### config.mk
export PLATFORM = sky130hd
export DESIGN_NAME = ser3w_reg_bank
export DESIGN_NICKNAME = d
export VERILOG_FILES = /design/src/rtl/ser3w_pkg.sv /design/src/rtl/ser3w_sync.sv /design/src/rtl/ser3w_rx.sv /design/src/rtl/ser3w_bank.sv /design/src/rtl/ser3w_reg_bank.sv
export SDC_FILE = /design/constraint.sdc
export NUM_CORES = 1
export LEC_CHECK = 0
export ABC_AREA = 1
export BUFFER_PORTS_ARGS = -buffer_cell sky130_fd_sc_hd__buf_2
export CAP_MARGIN = 20
export CORE_MARGIN = 2
export CORE_UTILIZATION = 57
export CTS_CLUSTER_DIAMETER = 60
export DETAILED_ROUTE_END_ITERATION = 16
export PLACE_DENSITY = 0.95
export SLEW_MARGIN = 20
export SYNTH_ARGS = -nofsm -noshare
export SYNTH_HDL_FRONTEND = slang
export SYNTH_SLANG_ARGS = --single-unit
### constraint.sdc
create_clock -name clk -period 3.5 [get_ports clk]
set_input_delay 0.525 -clock clk [delete_from_list [all_inputs] [get_ports clk]]
set_output_delay 0.525 -clock clk [all_outputs]
set_load 0.1 [all_outputs]
### src/rtl/ser3w_pkg.sv
package ser3w_pkg;

    localparam int FRAME_W = 16;
    localparam int CHIP_W  = 2;
    localparam int ADDR_W  = 5;
    localparam int DATA_W  = 8;
    localparam int NREG    = 1 << ADDR_W;
    localparam int CNT_W   = $clog2(FRAME_W + 1);

    typedef struct packed {
        logic [CHIP_W-1:0] chip;
        logic              wr;
        logic [ADDR_W-1:0] addr;
        logic [DATA_W-1:0] data;
    } frame_t;

    typedef struct packed {
        logic [ADDR_W-1:0] addr;
        logic [DATA_W-1:0] data;
    } wr_req_t;

    // Strap low expects 2'b10, strap high expects 2'b01.
    function automatic logic [CHIP_W-1:0] chip_for_strap(input logic strap);
        return {~strap, strap};
    endfunction

    // The select line is active when it equals the strap level.
    function automatic logic sel_active(input logic sel, input logic strap);
        return sel == strap;
    endfunction

endpackage

### src/rtl/ser3w_sync.sv
module ser3w_sync #(
    parameter int W      = 3,
    parameter int STAGES = 2
) (
    input  logic         clk,
    input  logic         rst,
    input  logic [W-1:0] d,
    output logic [W-1:0] q
);

    logic [W-1:0] stg [STAGES];

    always_ff @(posedge clk) begin
        if (rst) stg[0] <= '0;
        else     stg[0] <= d;
    end

    for (genvar s = 1; s < STAGES; s++) begin : g_stage
        always_ff @(posedge clk) begin
            if (rst) stg[s] <= '0;
            else     stg[s] <= stg[s-1];
        end
    end

    assign q = stg[STAGES-1];

endmodule

### src/rtl/ser3w_rx.sv
module ser3w_rx
    import ser3w_pkg::*;
(
    input  logic    clk,
    input  logic    clr,
    input  logic    strap_pol,
    input  logic    sel_s,
    input  logic    sclk_s,
    input  logic    sdat_s,
    output logic    wr_stb,
    output wr_req_t wr_req
);

    localparam logic [CNT_W-1:0] CNT_LAST = CNT_W'(FRAME_W - 1);
    localparam logic [CNT_W-1:0] CNT_FULL = CNT_W'(FRAME_W);

    logic                 sclk_d;
    logic [CNT_W-1:0]     cnt;
    logic [FRAME_W-2:0]   shreg;
    logic                 rise;
    logic                 act;
    logic                 last_edge;
    logic                 frame_ok;
    frame_t               fr;

    assign rise      = sclk_s & ~sclk_d;
    assign act       = sel_active(sel_s, strap_pol);
    assign fr        = frame_t'({shreg, sdat_s});
    assign last_edge = act && rise && (cnt == CNT_LAST);
    assign frame_ok  = fr.wr && (fr.chip == chip_for_strap(strap_pol));

    always_ff @(posedge clk) begin
        if (clr) begin
            sclk_d <= 1'b0;
            cnt    <= '0;
            shreg  <= '0;
            wr_stb <= 1'b0;
            wr_req <= '0;
        end else begin
            sclk_d <= sclk_s;
            wr_stb <= last_edge && frame_ok;
            if (last_edge && frame_ok) begin
                wr_req.addr <= fr.addr;
                wr_req.data <= fr.data;
            end
            if (!act) begin
                cnt <= '0;
            end else if (rise && (cnt != CNT_FULL)) begin
                cnt   <= cnt + 1'b1;
                shreg <= {shreg[FRAME_W-3:0], sdat_s};
            end
        end
    end

endmodule

### src/rtl/ser3w_bank.sv
module ser3w_bank #(
    parameter int NR = 32,
    parameter int AW = 5,
    parameter int DW = 8
) (
    input  logic             clk,
    input  logic             clr,
    input  logic             wr_en,
    input  logic [AW-1:0]    wr_addr,
    input  logic [DW-1:0]    wr_data,
    output logic [NR*DW-1:0] flat
);

    for (genvar i = 0; i < NR; i++) begin : g_reg
        logic [DW-1:0] r;
        always_ff @(posedge clk) begin
            if (clr)                                      r <= '0;
            else if (wr_en && (wr_addr == AW'(i)))        r <= wr_data;
        end
        assign flat[i*DW +: DW] = r;
    end

endmodule

### src/rtl/ser3w_reg_bank.sv
module ser3w_reg_bank
    import ser3w_pkg::*;
#(
    parameter int SYNC_STAGES = 2
) (
    input  logic                   clk,
    input  logic                   rst,
    input  logic                   pwr_dn_n,
    input  logic                   strap_pol,
    input  logic                   sel_in,
    input  logic                   sclk_in,
    input  logic                   sdat_in,
    output logic [NREG*DATA_W-1:0] reg_flat,
    output logic                   wr_stb,
    output logic [ADDR_W-1:0]      wr_addr,
    output logic [DATA_W-1:0]      wr_data
);

    logic [2:0] pins_s;
    logic       clr;
    wr_req_t    req;

    assign clr = rst | ~pwr_dn_n;

    ser3w_sync #(.W(3), .STAGES(SYNC_STAGES)) u_sync (
        .clk (clk),
        .rst (rst),
        .d   ({sel_in, sclk_in, sdat_in}),
        .q   (pins_s)
    );

    ser3w_rx u_rx (
        .clk       (clk),
        .clr       (clr),
        .strap_pol (strap_pol),
        .sel_s     (pins_s[2]),
        .sclk_s    (pins_s[1]),
        .sdat_s    (pins_s[0]),
        .wr_stb    (wr_stb),
        .wr_req    (req)
    );

    ser3w_bank #(.NR(NREG), .AW(ADDR_W), .DW(DATA_W)) u_bank (
        .clk     (clk),
        .clr     (clr),
        .wr_en   (wr_stb),
        .wr_addr (req.addr),
        .wr_data (req.data),
        .flat    (reg_flat)
    );

    assign wr_addr = req.addr;
    assign wr_data = req.data;

endmodule

==> impl_metrics.sql <==
INSERT INTO impl_metrics (metric_group, metric, value, unit) VALUES
('cells_and_area', 'nFillCells', '1418', ''),
('floorplan', 'core_area', '19400', 'µm²'),
('floorplan', 'die-width', '145', 'µm'),
('synthesis', 'synth.lib_cells_used.distinct', '22', ''),
('cells_and_area', 'final_design_area_no_fill', '13600', 'µm²'),
('cells_and_area', 'antenna_cells_inserted', '0', ''),
('sta', 'skew', '0.0164', 'ns'),
('sta', 'worst_slew_margin_rel', '0.317', ''),
('clocking', 'post_cts_resized', '0', ''),
('synthesis', 'count_of_state_elements_after_synthesis', '297', ''),
('critical_path', 'ff2ff_setup_slack', '1.34', 'ns'),
('critical_path', 'maximum_fanout_along_the_worst_path', '45', ''),
('route', 'drt.antenna.violating_nets', '0', ''),
('power_and_ir_drop', 'leakage', '5.67', 'nW'),
('route', 'avgViaCountPerCell', '5.69', ''),
('clocking', 'numCtsBuffers', '29', ''),
('global_routing', 'global_route_wire_length_before_repair', '50300', 'µm'),
('floorplan', 'die_height', '145', 'µm'),
('synthesis', 'synthesis.area', '11300', 'µm²'),
('clocking', 'clk_pin_slew_worst_paths', '0.06', 'ns'),
('clocking', 'ctsRootBufferMaster', 'sky130_fd_sc_hd__clkbuf_16', ''),
('cells_and_area', 'nets', '1668', ''),
('sta', 'worstMarginPinSlew', '1.02', 'ns'),
('global_routing', 'grt_max_degree', '97', ''),
('clocking', 'htreeDepth', '1', ''),
('sta', 'finalSetupViolCount', '0', ''),
('critical_path', 'cp.arrival', '2.55', 'ns'),
('route', 'vias', '11064', ''),
('cells_and_area', 'area.growth.synth_to_final', '21.2', '%'),
('sta', 'tns', '0', 'ns'),
('clocking', 'cts.hold.buffers_added', '0', ''),
('sta', 'rsz_0062_raised_after_global_routing', 'false', ''),
('critical_path', 'end_kind', 'flop', ''),
('placement', 'postPlaceCellArea', '12700', 'µm²'),
('sta', 'slew_viol_final', '0', ''),
('floorplan', 'initial_core_util', '0.580', ''),
('worst_hold_path', 'min_path_type', 'in -> reg', ''),
('sta', 'post-route-period-util', '0.617', ''),
('clocking', 'post_cts_buffers', '0', ''),
('route', 'drt_iter0_drc', '947', ''),
('synthesis', 'synthCells', '1433', ''),
('placement', 'detailed_place_hpwl', '20500', 'µm'),
('clocking', 'cts_tree', 'done', ''),
('run', 'max-cap-violations', '0', ''),
('worst_hold_path', 'hold-path-cell-count', '3', ''),
('sta', 'achievable-frequency', '463', 'MHz'),
('cells_and_area', 'drive_gt1_frac', '0.231', ''),
('power_and_ir_drop', 'power_density', '494', 'nW/µm²'),
('cells_and_area', 'finalCoreUtilization', '0.703', ''),
('critical_path', 'critical_path.slowest_cell', 'sky130_fd_sc_hd__nand3_1', ''),
('sta', 'timing.hold.ws', '0.196', 'ns'),
('route', 'detailedRoute.firstPassIterationCount', '5', ''),
('global_routing', 'initial_antenna_violation_count', '0', ''),
('global_routing', 'grt.total_usage', '0.302', ''),
('synthesis', 'synth_sequential_area_ratio', '0.528', ''),
('route', 'drc', '0', ''),
('floorplan', 'ios', '277', ''),
('route', 'drt_wl_total', '33900', 'µm'),
('placement', 'place.gp.congestion', '0.866', ''),
('floorplan', 'floorplan.die_area', '20900', 'µm²'),
('critical_path', 'worstSetupPathType', 'reg -> reg', ''),
('synthesis', 'synth-warning-count', '0', ''),
('floorplan', 'fp-row-count', '51', ''),
('sta', 'min_period', '2.16', 'ns'),
('critical_path', 'timing.critical_path.required', '3.89', 'ns'),
('global_routing', 'grt_pass1_vias', '9961', ''),
('critical_path', 'critical_path.cell_chain', 'nand2_1 > inv_4 > nand3_1 > o21ai_0 > a21oi_1', ''),
('outcome', 'run_status', 'complete, no violations', ''),
('critical_path', 'timing.reg2reg.worst_path_depth', '5', ''),
('clocking', 'clk-insertion-delay-late', '0.55', 'ns'),
('clocking', 'ctsLongestPathBuffers', '3', ''),
('critical_path', 'critical_path.max_stage_delay', '0.52', 'ns'),
('critical_path', 'cp-start-kind', 'flop', ''),
('global_routing', 'grt.overflow.total', '0', ''),
('placement', 'place.port_buffers', '276', ''),
('synthesis', 'syn_nets', '1443', ''),
('power_and_ir_drop', 'power.ir.vdd_worst', '0.382', 'mV'),
('clocking', 'clock_sinks', '297', ''),
('sta', 'number_of_failing_hold_endpoints_at_the_final_stage', '0', ''),
('synthesis', 'avgSynthCellArea', '7.85', 'µm²'),
('route', 'wire_per_inst', '17.4', 'µm');
-- power by group --
part / internal, W / switching, W / total (W)
registers: 0.00339 / 0.00000298 / 0.00339
clock network: 0.00195 / 0.00129 / 0.00324
logic: 0.0000242 / 0.0000807 / 0.000105
-- cell usage after synthesis (all sizes together) --
cell type,instances,share of area
nand3,215,0.096
xor2,1,0.00078
clkbuf,38,0.013
buf,59,0.031
nand2,290,0.10
ha,3,0.0033
a21oi,216,0.096
nor2,192,0.081
o21ai,65,0.029
inv,55,0.018
clkinv,2,0.00078
dfxtp,297,0.53
-- worst paths after layout --
path / endpoint / start
setup / recovery: u_bank.g_reg[16].r[5]$_SDFFE_PP0P_ / u_rx.wr_req[12]$_SDFFE_PP0P_
hold reg to reg: u_sync.stg[1][0]$_SDFF_PP0_ / u_sync.stg[0][0]$_SDFF_PP0_
setup reg to reg: u_bank.g_reg[16].r[5]$_SDFFE_PP0P_ / u_rx.wr_req[12]$_SDFFE_PP0P_
hold / removal: u_sync.stg[0][1]$_SDFF_PP0_ / sclk_in
-- cell type report --
type	instances	area, µm²	share of cell area
Tap cell	265	332	0.0243
Clock buffer	38	790	0.0579
Multi-Input combinational cell	982	4610	0.338
Sequential cell	297	5950	0.437
Clock inverter	13	196	0.0144
Inverter	57	223	0.0163
Timing Repair Buffer	291	1530	0.112
-- cell families after synthesis --
kind of cell / after synthesis / synth area share
AOI/OAI and AO/OA: 281 / 0.125
xor gates and xnor gates: 1 / 0.000778
adders and majority gates: 3 / 0.00334
buffers and inverters: 154 / 0.0625
DFF: 297 / 0.528
and+or+nand+nor: 697 / 0.280
-- critical path: cells and delay by family, from the launching register on --
family | cells | cell delay, ns
buffers and inverters | 1 | 0.42
AOI/OAI and AO/OA | 2 | 0.50
and+or+nand+nor | 2 | 0.65
DFF | 1 | 0.44
-- state kept, by name, summed over array words and instances (netlist names) --
register	flops
u_bank.g.r	256
u_rx.shreg	15
u_rx.wr_req	13
u_sync.stg	6
u_rx.cnt	5
u_rx.sclk_d	1
u_rx.wr_stb	1
-- cells in the final DEF, fill, tap and decap left out, drive strengths merged --
| master | Yosys | routed |
|---|---|---|
| a21oi | 216 | 216 |
| bufinv | 0 | 5 |
| dfxtp | 297 | 297 |
| nand2 | 290 | 290 |
| clkbuf | 38 | 38 |
| inv | 55 | 57 |
| clkinvlp | 0 | 1 |
| o21ai | 65 | 65 |
| nor2 | 192 | 192 |
| nand3 | 215 | 215 |
| ha | 3 | 3 |
| clkinv | 2 | 7 |
| xor2 | 1 | 1 |
| buf | 59 | 291 |
-- per-stage QoR --
| stage | std cells | power [W] | setup slack, ns |
|---|---|---|---|
| after floorplan | 1433 | 0.00354 | 1.41 |
| after global placement | 1892 | 0.00356 | 1.56 |
| after detailed placement | 1892 | 0.00357 | 1.44 |
| after CTS | 1943 | 0.00675 | 1.38 |
| after global routing | 1943 | 0.00691 | 1.14 |
| final | 1943 | 0.00673 | 1.34 |
-- metal layers --
layer | GRT usage | part of all wire
met1 | 0.371 | 0.39
met2 | 0.500 | 0.47
met4 | 0.160 | 0.053
met5 | 0 | 0
met3 | 0.0632 | 0.093
(Power assumes the default switching activity.)
